<file path="src/rtl/prio_mask_bank_pkg.sv">
package prio_mask_bank_pkg;
  // per-register alias decoding
  typedef enum logic [1:0] {
    MODE_DUAL     = 2'd0,
    MODE_SET_ONLY = 2'd1,
    MODE_CLR_ONLY = 2'd2
  } alias_mode_e;
endpackage

</file>
<file path="src/rtl/pmb_addr_decode.sv">
module pmb_addr_decode
  import prio_mask_bank_pkg::*;
#(
  parameter int unsigned NUM_MASK   = 3,
  parameter int unsigned NUM_PRIO   = 2,
  parameter logic [28:0] BASE_ADDR  = 29'h100,
  parameter logic [2*NUM_MASK-1:0] MASK_MODES = '0,
  parameter logic [2*NUM_PRIO-1:0] PRIO_MODES = '0,
  localparam int unsigned NREG   = NUM_MASK + NUM_PRIO,
  localparam int unsigned RIDX_W = (NREG > 1) ? $clog2(NREG) : 1
) (
  input  logic [28:0]       addr_i,
  output logic              hit_o,
  output logic [RIDX_W-1:0] idx_o,
  output logic              clr_alias_o,
  output alias_mode_e       mode_o
);
  alias_mode_e     mode_w [NREG];
  logic [NREG-1:0] hit_set, hit_clr;

  for (genvar r = 0; r < NREG; r++) begin : g_reg
    if (r < NUM_MASK) begin : g_mask
      assign mode_w[r] = alias_mode_e'(MASK_MODES[2*r +: 2]);
    end else begin : g_prio
      assign mode_w[r] = alias_mode_e'(PRIO_MODES[2*(r-NUM_MASK) +: 2]);
    end
    assign hit_set[r] = (mode_w[r] != MODE_CLR_ONLY) && (addr_i == 29'(BASE_ADDR + 8*r));
    assign hit_clr[r] = (mode_w[r] != MODE_SET_ONLY) && (addr_i == 29'(BASE_ADDR + 8*r + 4));
  end

  always_comb begin
    hit_o       = 1'b0;
    idx_o       = '0;
    clr_alias_o = 1'b0;
    mode_o      = MODE_DUAL;
    for (int r = NREG - 1; r >= 0; r--) begin
      if (hit_set[r] || hit_clr[r]) begin
        hit_o       = 1'b1;
        idx_o       = RIDX_W'(r);
        clr_alias_o = hit_clr[r];
        mode_o      = mode_w[r];
      end
    end
  end
endmodule

</file>
<file path="src/rtl/pmb_update.sv">
module pmb_update
  import prio_mask_bank_pkg::*;
#(
  parameter int unsigned REG_W = 32
) (
  input  logic [REG_W-1:0] old_i,
  input  logic [REG_W-1:0] wdata_i,
  input  logic             is_prio_i,
  input  alias_mode_e      mode_i,
  input  logic             clr_alias_i,
  output logic [REG_W-1:0] new_o
);
  always_comb begin
    if (!is_prio_i && mode_i == MODE_DUAL)
      new_o = clr_alias_i ? (old_i & ~wdata_i) : (old_i | wdata_i);
    else
      new_o = wdata_i;
  end
endmodule

</file>
<file path="src/rtl/pmb_field_scan.sv">
module pmb_field_scan #(
  parameter int unsigned REG_W   = 32,
  parameter int unsigned PRIO_FW = 4,
  parameter int unsigned SRC_W   = 7,
  localparam int unsigned PRIO_NF = REG_W / PRIO_FW,
  localparam int unsigned CNT_W   = $clog2(REG_W)
) (
  input  logic             clk_i,
  input  logic             rst_ni,
  input  logic             start_i,
  input  logic [REG_W-1:0] old_i,
  input  logic [REG_W-1:0] new_i,
  input  logic             is_prio_i,
  input  logic [SRC_W-1:0] src_base_i,
  output logic             busy_o,
  output logic             evt_valid_o,
  output logic [SRC_W-1:0] evt_src_o,
  output logic             evt_en_o
);
  logic [REG_W-1:0] old_q, new_q, fmask, old_f, new_f;
  logic [SRC_W-1:0] base_q;
  logic [CNT_W-1:0] cnt_q, last_w;
  logic             prio_q, busy_q;
  int unsigned      sh;

  always_comb begin
    last_w = prio_q ? CNT_W'(PRIO_NF - 1) : CNT_W'(REG_W - 1);
    fmask  = prio_q ? REG_W'((1 << PRIO_FW) - 1) : REG_W'(1);
    sh     = (int'(last_w) - int'(cnt_q)) * (prio_q ? PRIO_FW : 1);
    old_f  = (old_q >> sh) & fmask;
    new_f  = (new_q >> sh) & fmask;
  end

  always_ff @(posedge clk_i or negedge rst_ni) begin
    if (!rst_ni) begin
      old_q  <= '0;
      new_q  <= '0;
      base_q <= '0;
      cnt_q  <= '0;
      prio_q <= 1'b0;
      busy_q <= 1'b0;
    end else if (start_i && !busy_q) begin
      old_q  <= old_i;
      new_q  <= new_i;
      base_q <= src_base_i;
      prio_q <= is_prio_i;
      cnt_q  <= '0;
      busy_q <= 1'b1;
    end else if (busy_q) begin
      if (cnt_q == last_w) busy_q <= 1'b0;
      else                 cnt_q  <= cnt_q + 1'b1;
    end
  end

  assign busy_o      = busy_q;
  assign evt_valid_o = busy_q && (old_f != new_f);
  assign evt_src_o   = base_q + SRC_W'(cnt_q);
  assign evt_en_o    = |new_f;
endmodule

</file>
<file path="src/rtl/prio_mask_bank.sv">
module prio_mask_bank
  import prio_mask_bank_pkg::*;
#(
  parameter int unsigned NUM_MASK  = 3,
  parameter int unsigned NUM_PRIO  = 2,
  parameter int unsigned REG_W     = 32,
  parameter int unsigned PRIO_FW   = 4,
  parameter logic [28:0] BASE_ADDR = 29'h100,
  parameter logic [2*NUM_MASK-1:0] MASK_MODES = 6'b10_01_00,
  parameter logic [2*NUM_PRIO-1:0] PRIO_MODES = 4'b01_00,
  localparam int unsigned NREG    = NUM_MASK + NUM_PRIO,
  localparam int unsigned RIDX_W  = (NREG > 1) ? $clog2(NREG) : 1,
  localparam int unsigned PRIO_NF = REG_W / PRIO_FW,
  localparam int unsigned NSRC    = NUM_MASK * REG_W + NUM_PRIO * PRIO_NF,
  localparam int unsigned SRC_W   = $clog2(NSRC)
) (
  input  logic             clk_i,
  input  logic             rst_ni,
  input  logic [31:0]      addr_i,
  input  logic [REG_W-1:0] wdata_i,
  input  logic             wr_i,
  output logic [REG_W-1:0] rdata_o,
  output logic             busy_o,
  output logic             evt_valid_o,
  output logic [SRC_W-1:0] evt_src_o,
  output logic             evt_en_o
);
  logic [REG_W-1:0]  regs_q [NREG];
  logic [REG_W-1:0]  cur_val, new_val;
  logic [SRC_W-1:0]  src_base;
  logic [RIDX_W-1:0] idx;
  logic              hit, clr_alias, is_prio, wr_acc, busy;
  alias_mode_e       mode;

  pmb_addr_decode #(
    .NUM_MASK(NUM_MASK), .NUM_PRIO(NUM_PRIO), .BASE_ADDR(BASE_ADDR),
    .MASK_MODES(MASK_MODES), .PRIO_MODES(PRIO_MODES)
  ) u_dec (
    .addr_i(addr_i[28:0]), .hit_o(hit), .idx_o(idx),
    .clr_alias_o(clr_alias), .mode_o(mode)
  );

  assign cur_val = hit ? regs_q[idx] : '0;
  assign is_prio = int'(idx) >= NUM_MASK;

  pmb_update #(.REG_W(REG_W)) u_upd (
    .old_i(cur_val), .wdata_i(wdata_i), .is_prio_i(is_prio),
    .mode_i(mode), .clr_alias_i(clr_alias), .new_o(new_val)
  );

  always_comb begin
    int b;
    if (is_prio) b = NUM_MASK * REG_W + (int'(idx) - NUM_MASK) * PRIO_NF;
    else         b = int'(idx) * REG_W;
    src_base = SRC_W'(b);
  end

  assign wr_acc = wr_i && hit && !busy;

  always_ff @(posedge clk_i or negedge rst_ni) begin
    if (!rst_ni) begin
      for (int r = 0; r < NREG; r++) regs_q[r] <= '0;
    end else if (wr_acc) begin
      regs_q[idx] <= new_val;
    end
  end

  pmb_field_scan #(.REG_W(REG_W), .PRIO_FW(PRIO_FW), .SRC_W(SRC_W)) u_scan (
    .clk_i(clk_i), .rst_ni(rst_ni), .start_i(wr_acc),
    .old_i(cur_val), .new_i(new_val), .is_prio_i(is_prio),
    .src_base_i(src_base), .busy_o(busy), .evt_valid_o(evt_valid_o),
    .evt_src_o(evt_src_o), .evt_en_o(evt_en_o)
  );

  assign busy_o  = busy;
  assign rdata_o = cur_val;
endmodule

</file>
<file path="config.mk">
export PLATFORM = sky130hd
export DESIGN_NAME = prio_mask_bank
export DESIGN_NICKNAME = d
export VERILOG_FILES = /design/src/rtl/prio_mask_bank_pkg.sv /design/src/rtl/pmb_addr_decode.sv /design/src/rtl/pmb_update.sv /design/src/rtl/pmb_field_scan.sv /design/src/rtl/prio_mask_bank.sv
export SDC_FILE = /design/constraint.sdc
export NUM_CORES = 1
export LEC_CHECK = 0
export ABC_AREA = 1
export BUFFER_PORTS_ARGS = -buffer_cell sky130_fd_sc_hd__buf_2
export CORE_MARGIN = 4
export CORE_UTILIZATION = 65
export DETAILED_ROUTE_END_ITERATION = 8
export GPL_TIMING_DRIVEN = 0
export PLACE_DENSITY = 0.83
export SETUP_SLACK_MARGIN = 0.1
export SLEW_MARGIN = 20
export SYNTH_ARGS = -nofsm -noshare
export SYNTH_HDL_FRONTEND = slang
export SYNTH_SLANG_ARGS = --single-unit
</file>
<file path="constraint.sdc">
create_clock -name clk_i -period 9.5 [get_ports clk_i]
set_clock_uncertainty 0.15 [all_clocks]
set_input_delay 0.475 -clock clk_i [delete_from_list [all_inputs] [get_ports clk_i]]
set_output_delay 0.475 -clock clk_i [all_outputs]
set_load 0.02 [all_outputs]
</file>
==> flow_metrics.env, run 1 <==
export IMPL_via_per_inst=6.16
export IMPL_cts_buffers=24
export IMPL_fin_ws_ns=1.93
export IMPL_cts_hold_buffers=1
export IMPL_drive_above_1_share_pct=13.2
export IMPL_yosys_area_share_simple_pct=37.9
export IMPL_antenna_found_initial=0
export IMPL_seq_area_frac_synth_pct=39.5
export IMPL_rows=55
export IMPL_synth_seq_cells=235
export IMPL_place_inst=2565
export IMPL_yosysWarnings=0
export IMPL_totalWireLength_microns=52700
export IMPL_final_cells=2609
export IMPL_rsz0062_at_grt="no"
export IMPL_reg2regPathDepth=9
export IMPL_htree_levels=1
export IMPL_min_period_ns=7.57
export IMPL_die_area_sq_um=25400
export IMPL_grt_pass1_vias=16000
export IMPL_seqCellArea_sq_um=5880
export IMPL_hold_path_endpoint="regs_q[100]"
export IMPL_crit_fanout=10
export IMPL_core_area_sq_um=22600
export IMPL_worstSetupStartpointType="flip-flop"
export IMPL_max_freq_ghz=0.132
export IMPL_min_delay_start="wdata_i[4]"
export IMPL_synthTopCellsByArea="dfrtp_1, nand2_1, nand3_1, o21ai_0, a22o_4"
export IMPL_gp_congestion=1.05
export IMPL_crit_path_end_kind="primary output"
export IMPL_final_hold_viol_count=0
export IMPL_ys_types=50
export IMPL_dp_slack_ns=2.58
export IMPL_grtUsageTotal_pct=40.5
export IMPL_diodes=0
export IMPL_drtPass1Iterations=6
export IMPL_clkTransAtPathRegs_ns=0.07
export IMPL_die_height_microns=159
export IMPL_synth_adder_area_share_pct=2.42
export IMPL_crit_arrival_ns=6.94
export IMPL_p_per_area_nw_per_um2=126
export IMPL_crit_required_ns=8.88
export IMPL_routedWlPerCell_microns=20.2
export IMPL_avgSynthCellArea_sq_um=6.86
export IMPL_synthXorXnorAreaFrac_pct=0.470
export IMPL_io_pins=109
export IMPL_path_class="reg -> out"
export IMPL_hold_path_class="in -> reg"
export IMPL_synth_area_leader_cell="dfrtp_1"
export IMPL_finalCritPeriodShare_pct=79.6
export IMPL_synth_top_area_share_pct=39.5
export IMPL_grt_max_degree=86
export IMPL_cts_tree="yes"
export IMPL_synth_cells=2172
export IMPL_status="finished clean"
export IMPL_drv_slew=0
export IMPL_cp_startpoint="u_scan.prio_q"
export IMPL_syn2layout_area_growth_pct=12.2
export IMPL_insertion_delay_ns=0.52
export IMPL_peakVddDrop_mv=0.191
export IMPL_maxCapViolations=0
export IMPL_synth_top_family_by_area="simple AND/OR/NAND/NOR gates"
export IMPL_cts_setup_buffers=0
export IMPL_hold_depth=4
export IMPL_dp_hpwl_microns=38400
export IMPL_ant_nets=0
export IMPL_tns_ns=0
export IMPL_r2r_start="u_scan.prio_q"
export IMPL_overflow=0
export IMPL_tightestPinTransition_ns=0.788
export IMPL_cts_resized=0
export IMPL_cts_buffer_depth=3
export IMPL_reg2reg_slack_ns=6.73
export IMPL_nFillCells=1690
export IMPL_synth_compound_area_share_pct=13.0
export IMPL_fp_dieW_microns=159
export IMPL_initial_utilization_pct=66.0
export IMPL_leakage_uw=0.00922
export IMPL_cts_sinks=235
export IMPL_multi_input_area_sq_um=8020
export IMPL_utilization_pct=74.1
export IMPL_drt_iter0_drc=2151
export IMPL_nNetsFinal=2401
export IMPL_synthMuxAreaShare_pct=0
export IMPL_root_buffer="clkbuf_16"
export IMPL_r2r_end="u_scan.cnt_q[4]"
export IMPL_cpMaxStageDelayCell="nor2_1"
export IMPL_synth_area_sq_um=14900
export IMPL_path_common_cell="o21ai_0"
export IMPL_crit_path_max_incr_delay_ns=0.57
export IMPL_grt_pass1_wl_microns=83300
export IMPL_setup_viol=0
export IMPL_vias=16100
export IMPL_portBuffers=105
export IMPL_drc=0
export IMPL_relSlewSlack_pct=47.5
## critical path: cells and delay by family, from the launching register on
family                     cells  cell delay [ns]
xor gates and xnor gates       1             0.16
and+or+nand+nor                9             1.63
adders and majority gates      3             0.98
AOI/OAI and AO/OA             10             1.80
buffers and inverters          6             1.41
DFF                            1             0.43
## per-stage QoR
stage	hold WS, ns	area (sq um)	power (uW)
floorplan	0.0294	14900	1060
global placement	0.304	15800	1110
detailed placement	0.307	15900	1110
CTS	0.216	16700	2110
global route	0.237	16700	2170
finish	0.218	16700	2110
## state kept, by name, summed over array words and instances (netlist names)
name and cells:
u_scan.prio_q 1, u_scan.new_q 32, u_scan.base_q 4, u_scan.old_q 32, regs_q 160, u_scan.cnt_q 5
u_scan.busy_o 1
## power by group
part	total (uW)	internal (uW)	switching [uW]	leakage, uW
clock	1020	626	394	0.000424
sequential	1000	1000	0.000696	0.00302
combinational	93.6	31.5	62.1	0.00577
## routing by layer
layer / global-route usage [%] / up-vias / wire length (microns)
li1: - / 7213 / -
met1: 50.0 / 7465 / 19100
met2: 67.9 / 1113 / 24900
met3: 7.56 / 288 / 5640
met4: 21.2 / 0 / 3080
met5: 0 / - / 0
## logic make-up (layout without fill, tap and decap cells)
group                    after synthesis  count (layout)
flip-flops                           235             235
adder cells (fa/ha/maj)               27              27
AO/OA/AOI/OAI                        272             272
XOR/XNOR                               8               8
buffers and inverters                241             392
AND/OR/NAND/NOR                     1388            1388
other                                  1               2
## synth_stat cells, drive strengths merged
master,number
a211oi,2
a21oi,62
a22o,31
a31oi,2
buf,62
clkbuf,73
clkinv,5
conb,1
dfrtp,235
fa,3
ha,24
inv,101
nand2,1063
nand3,167
nand3b,2
nand4,11
nor2,90
nor3,13
nor3b,2
nor4,6
o2111ai,2
o211ai,37
o21ai,132
o21bai,1
o22ai,1
o31ai,1
o41ai,1
or2,34
xnor2,5
xor2,3
## area by class of cell
type / instances / area share (%)
inverters: 106 / 2.38
clock inverters: 10 / 0.913
flip-flops and latches: 235 / 35.2
multi-input cells: 1697 / 48.0
plain buffers: 135 / 3.63
clock buffers: 33 / 4.22
well taps: 285 / 2.13
repair buffers: 108 / 3.59
## worst max-delay path by stage
stage	end	slack, ns	cells after the start
2_1_floorplan	evt_valid_o	4.16	27
3_3_place_gp	evt_valid_o	2.70	28
3_5_place_dp	evt_valid_o	2.58	29
4_1_cts	evt_valid_o	2.01	29
5_1_grt	evt_valid_o	1.34	29
6_report	evt_valid_o	1.93	29
## cell usage in the layout, fill, tap and decap left out, types with 12 or more instances in the layout
cell type,count
dfrtp_1,235
o211ai_1,36
a21oi_2,29
or2_2,32
nand3_1,165
buf_2,142
o21ai_0,119
o21ai_1,12
nand2_1,1062
a21oi_1,33
clkbuf_1,76
clkbuf_16,25
inv_1,94
nor2_1,87
a22o_4,24
ha_1,24
buf_1,13
No activity file was read; power rests on OpenSTA's default activity.
==> run 2, diff against run 1 <==
--- a/config.mk
+++ b/config.mk
@@ -8,10 +8,10 @@
 export ABC_AREA = 1
 export BUFFER_PORTS_ARGS = -buffer_cell sky130_fd_sc_hd__buf_2
 export CORE_MARGIN = 4
-export CORE_UTILIZATION = 65
+export CORE_UTILIZATION = 56
 export DETAILED_ROUTE_END_ITERATION = 8
 export GPL_TIMING_DRIVEN = 0
-export PLACE_DENSITY = 0.83
+export PLACE_DENSITY = 0.76
 export SETUP_SLACK_MARGIN = 0.1
 export SLEW_MARGIN = 20
 export SYNTH_ARGS = -nofsm -noshare
==> constraint.sdc (replaced) <==
create_clock -name clk_i -period 6.6 [get_ports clk_i]
set_clock_uncertainty 0.15 [all_clocks]
set_input_delay 0.33 -clock clk_i [delete_from_list [all_inputs] [get_ports clk_i]]
set_output_delay 0.33 -clock clk_i [all_outputs]
set_load 0.02 [all_outputs]
==> flow_metrics.env, run 2 (same netlist as run 1, synthesis figures left out) <==
export IMPL_dp_slack_ns=-0.213
export IMPL_portBuffers=105
export IMPL_r2r_end="u_scan.cnt_q[4]"
export IMPL_cts_buffer_depth=3
export IMPL_insertion_delay_ns=0.53
export IMPL_crit_required_ns=6.12
export IMPL_dp_hpwl_microns=39700
export IMPL_core_area_sq_um=26100
export IMPL_p_per_area_nw_per_um2=179
export IMPL_vias=15500
export IMPL_grt_max_degree=97
export IMPL_setup_viol=0
export IMPL_gp_congestion=0.981
export IMPL_wl_met1_microns=21400
export IMPL_root_buffer="clkbuf_16"
export IMPL_cpMaxStageDelayCell="fa_1"
export IMPL_grt_pass1_vias=15200
export IMPL_overflow=0
export IMPL_maxCapViolations=0
export IMPL_nNetsFinal=2408
export IMPL_path_common_cell="nand2_1"
export IMPL_crit_path_end_kind="primary output"
export IMPL_crit_path_max_incr_delay_ns=0.46
export IMPL_wl_met2_microns=25400
export IMPL_reg_top3="regs_q: 160 flops, u_scan.new_q: 32 flops, u_scan.old_q: 32 flops"
export IMPL_cts_buffers=25
export IMPL_rsz0062_at_grt="no"
export IMPL_drc=0
export IMPL_diodes=0
export IMPL_final_cells=2666
export IMPL_tns_ns=0
export IMPL_largest_register_ffs=160
export IMPL_crit_fanout=10
export IMPL_rows=59
export IMPL_max_freq_ghz=0.165
export IMPL_p_sw_share_pct=22.2
export IMPL_top_register="regs_q"
export IMPL_fp_dieW_microns=171
export IMPL_routed_top_layer="met4"
export IMPL_finalCritPeriodShare_pct=91.9
export IMPL_min_period_ns=6.06
export IMPL_nFillCells=2344
export IMPL_antenna_found_initial=0
export IMPL_drv_slew=0
export IMPL_totalWireLength_microns=52500
export IMPL_worstSetupStartpointType="flip-flop"
export IMPL_layout_common_cells="nand2_1, dfrtp_1, nand3_1"
export IMPL_io_pins=109
export IMPL_seq_power_share_pct=47.4
export IMPL_wl_met3_microns=3600
export IMPL_drive_above_1_share_pct=14.4
export IMPL_cp_startpoint="u_scan.prio_q"
export IMPL_peakVddDrop_mv=0.262
export IMPL_cts_tree="yes"
export IMPL_relSlewSlack_pct=50.0
export IMPL_tightestPinTransition_ns=0.750
export IMPL_intPower_uw=2370
export IMPL_reg2reg_slack_ns=4.24
export IMPL_drtPass1Iterations=5
export IMPL_p_sw_uw=675
export IMPL_hold_path_class="in -> reg"
export IMPL_ant_nets=0
export IMPL_die_height_microns=171
export IMPL_r2r_start="u_scan.prio_q"
export IMPL_comb_power_share_pct=4.5
export IMPL_final_common_cell="nand2_1"
export IMPL_status="finished clean"
export IMPL_die_area_sq_um=29300
export IMPL_via_per_inst=5.82
export IMPL_reg2regPathDepth=10
export IMPL_cts_sinks=235
export IMPL_place_inst=2615
export IMPL_utilization_pct=64.9
export IMPL_initial_utilization_pct=57.0
export IMPL_htree_levels=1
export IMPL_leakage_uw=0.00927
export IMPL_grt_pass1_wl_microns=82900
export IMPL_clock_power_share_pct=48.2
export IMPL_clkTransAtPathRegs_ns=0.06
export IMPL_syn2layout_area_growth_pct=13.8
export IMPL_fin_ws_ns=0.536
export IMPL_drt_iter0_drc=1601
export IMPL_routedWlPerCell_microns=19.7
export IMPL_grtUsageTotal_pct=35.8
export IMPL_crit_arrival_ns=5.58
export IMPL_path_class="reg -> out"
export IMPL_final_hold_viol_count=0
export IMPL_setup_worst_path_end="evt_valid_o"
run 2: per-layer routing:
layer	up-vias	track usage [%]
li1	7243	-
met1	7386	47.3
met2	730	60.6
met3	152	4.16
met4	0	14.4
met5	-	0
run 2: worst min path at each step:
stage	from	endpoint	slack, ns	depth (start not counted)
after floorplan	rst_ni	regs_q[0]	-0.12	0
after global placement	regs_q[68]	regs_q[68]	0.30	2
after detailed placement	rst_ni	regs_q[124]	0.14	1
after CTS	wdata_i[4]	regs_q[100]	0.05	4
after global routing	wdata_i[4]	regs_q[36]	0.08	4
final	wdata_i[4]	regs_q[100]	0.06	4
run 2: power by group through the flow:
stage	Sequential [uW]	Combinational, uW	Clock, uW
3_5_place_dp	1470	134	0
2_1_floorplan	1470	53.0	0
4_1_cts	1440	135	1470
5_1_grt	1440	148	1520
3_3_place_gp	1470	127	0
6_report	1440	136	1460
run 2: what timing repair did:
item | CTS | global route
buffers inserted | 2 | 4
cloned | 0 | 0
gates resized for setup | 9 | 48
pin swaps | 1 | 5
hold buffers | 1 | 0
setup endpoints to repair | 2 | 2
endpoints found under the hold margin | 65 | 0
run 2: area by class of cell:
class                   instances  area (sq um)  area share, %
multi-input cells            1697          8090           47.7
flip-flops and latches        235          5880           34.7
clock buffers                  34           719           4.24
plain buffers                 135           654           3.86
repair buffers                114           652           3.84
well taps                     335           419           2.47
inverters                     106           402           2.37
clock inverters                10           135          0.797
run 2: worst max-delay path: cells and delay by family (launching register included):
kind	cells	cell delay (ns)
buf+inv	7	0.99
flops	1	0.39
compound gates	3	0.40
fa+ha+maj	3	1.03
xor+xnor	1	0.13
simple gates	20	2.10
run 2: stage by stage:
stage               total power (uW)  instance area, sq um  hold WS, ns
floorplan                       1520                 14900       -0.116
global placement                1590                 15900        0.304
detailed placement              1600                 15900        0.142
CTS                             3040                 16800       0.0487
global route                    3110                 17000       0.0757
finish                          3040                 17000       0.0568
==> run 3, diff against run 2 <==
--- a/config.mk
+++ b/config.mk
@@ -11,7 +11,7 @@
 export CORE_UTILIZATION = 56
 export DETAILED_ROUTE_END_ITERATION = 8
 export GPL_TIMING_DRIVEN = 0
-export PLACE_DENSITY = 0.76
+export PLACE_DENSITY = 0.78
 export SETUP_SLACK_MARGIN = 0.1
 export SLEW_MARGIN = 20
 export SYNTH_ARGS = -nofsm -noshare
==> flow_metrics.env, run 3 (same netlist as run 1, synthesis figures left out) <==
export IMPL_status="finished clean"
export IMPL_cts_sinks=235
export IMPL_gp_congestion=0.996
export IMPL_totalWireLength_microns=51800
export IMPL_relSlewSlack_pct=47.7
export IMPL_tns_ns=0
export IMPL_rsz0062_at_grt="no"
export IMPL_max_freq_ghz=0.161
export IMPL_leakage_uw=0.00928
export IMPL_tightestPinTransition_ns=0.785
export IMPL_p_per_area_nw_per_um2=176
export IMPL_rows=59
export IMPL_holdWs_ns=0.0758
export IMPL_drt_iter0_drc=1610
export IMPL_nNetsFinal=2413
export IMPL_cts_tree="yes"
export IMPL_clkTransAtPathRegs_ns=0.07
export IMPL_insertion_delay_ns=0.52
export IMPL_die_area_sq_um=29300
export IMPL_min_delay_start="wdata_i[4]"
export IMPL_setup_viol=0
export IMPL_die_height_microns=171
export IMPL_reg2regPathDepth=10
export IMPL_path_common_cell="o21ai_0"
export IMPL_antenna_found_initial=0
export IMPL_fp_dieW_microns=171
export IMPL_drtPass1Iterations=6
export IMPL_r2r_end="u_scan.cnt_q[4]"
export IMPL_reg_top3="regs_q: 160 flops, u_scan.new_q: 32 flops, u_scan.old_q: 32 flops"
export IMPL_grtUsageTotal_pct=35.1
export IMPL_htree_levels=1
export IMPL_root_buffer="clkbuf_16"
export IMPL_worstSetupStartpointType="flip-flop"
export IMPL_r2r_start="u_scan.prio_q"
export IMPL_dp_hpwl_microns=39400
export IMPL_crit_buf_inv=7
export IMPL_hold_path_class="in -> reg"
export IMPL_drv_slew=0
export IMPL_grt_pass1_wl_microns=81300
export IMPL_crit_path_max_incr_delay_ns=0.42
export IMPL_layout_common_cells="nand2_1, dfrtp_1, nand3_1"
export IMPL_drive_above_1_share_pct=14.2
export IMPL_cts_buffers=24
export IMPL_cpMaxStageDelayCell="fa_2"
export IMPL_top_register="regs_q"
export IMPL_path_class="reg -> out"
export IMPL_overflow=0
export IMPL_ant_nets=0
export IMPL_via_per_inst=5.77
export IMPL_min_period_ns=6.21
export IMPL_largest_register_ffs=160
export IMPL_vias=15400
export IMPL_final_common_cell="nand2_1"
export IMPL_drc=0
export IMPL_hold_depth=4
export IMPL_power_uw=2970
export IMPL_finalCritPeriodShare_pct=94.0
export IMPL_core_area_sq_um=26100
export IMPL_io_pins=109
export IMPL_crit_fanout=10
export IMPL_crit_path_end_kind="primary output"
export IMPL_grt_pass1_vias=14900
export IMPL_reg2reg_slack_ns=4.20
export IMPL_maxCapViolations=0
export IMPL_syn2layout_area_growth_pct=13.4
export IMPL_crit_required_ns=6.12
export IMPL_crit_family="simple AND/OR/NAND/NOR gates"
export IMPL_grt_max_degree=86
export IMPL_crit_arrival_ns=5.73
export IMPL_initial_utilization_pct=57.0
export IMPL_diodes=0
export IMPL_portBuffers=105
export IMPL_peakVddDrop_mv=0.224
export IMPL_routedWlPerCell_microns=19.4
export IMPL_hold_path_endpoint="regs_q[100]"
export IMPL_final_hold_viol_count=0
export IMPL_cts_buffer_depth=3
[run 3: cell count changes in the layout (fill, tap and decap cells not counted), sizes merged]
cell,change
buf,+5
bufinv,-1
clkbuf,+1
clkinv,+3
clkinvlp,-1
inv,-1
[run 3: where the power goes]
part / switching [uW] / internal, uW
combinational: 90.2 / 45.5
clock: 573 / 817
sequential: 0.00103 / 1440
total: 663 / 2300
[run 3: worst max-delay path by stage]
stage | startpoint | endpoint | slack [ns] | cells past startpoint
after floorplan | u_scan.prio_q | evt_valid_o | 1.41 | 27
after global placement | u_scan.prio_q | evt_valid_o | -0.15 | 28
after detailed placement | u_scan.prio_q | evt_valid_o | -0.27 | 29
after CTS | u_scan.prio_q | evt_valid_o | 0.12 | 29
after global routing | u_scan.prio_q | evt_valid_o | 0.02 | 34
final | u_scan.prio_q | evt_valid_o | 0.39 | 31
[run 3: area by class of cell]
type	count	area (sq um)
Fill cell	2429	9230
Multi-Input combinational cell	1697	8060
Sequential cell	235	5880
Clock buffer	34	699
Timing Repair Buffer	120	693
Buffer	135	639
Tap cell	335	419
Inverter	106	402
Clock inverter	10	104
[run 3: what timing repair did]
| action | CTS | global route |
|---|---|---|
| cloned | 0 | 0 |
| hold buffers | 1 | 0 |
| gates resized for setup | 12 | 28 |
| buffers inserted | 1 | 11 |
| pin swaps | 1 | 3 |
| endpoints found under the hold margin | 81 | 0 |
| setup endpoints to repair | 2 | 2 |
[run 3: metal layers]
metal  share of wire [%]  GRT usage [%]
met2                  48           59.1
met1                  41           47.2
met3                 7.2           3.49
met5                   0              0
met4                 4.0           13.4
[run 3: tightest hold or removal path: cells and delay by family]
family | cells | cell delay [ns]
buffers and inverters | 1 | 0.10
AO/OA/AOI/OAI | 1 | 0.18
AND/OR/NAND/NOR | 2 | 0.11
[run 3: through the flow]
step / cell area [sq um] / instances / setup slack [ns] / util [%]
finish: 16900 / 2672 / 0.394 / 64.7
global route: 16900 / 2672 / 0.0217 / 64.7
CTS: 16800 / 2661 / 0.119 / 64.1
detailed placement: 15900 / 2615 / -0.271 / 60.9
global placement: 15900 / 2613 / -0.154 / 60.7
floorplan: 14900 / 2173 / 1.41 / -
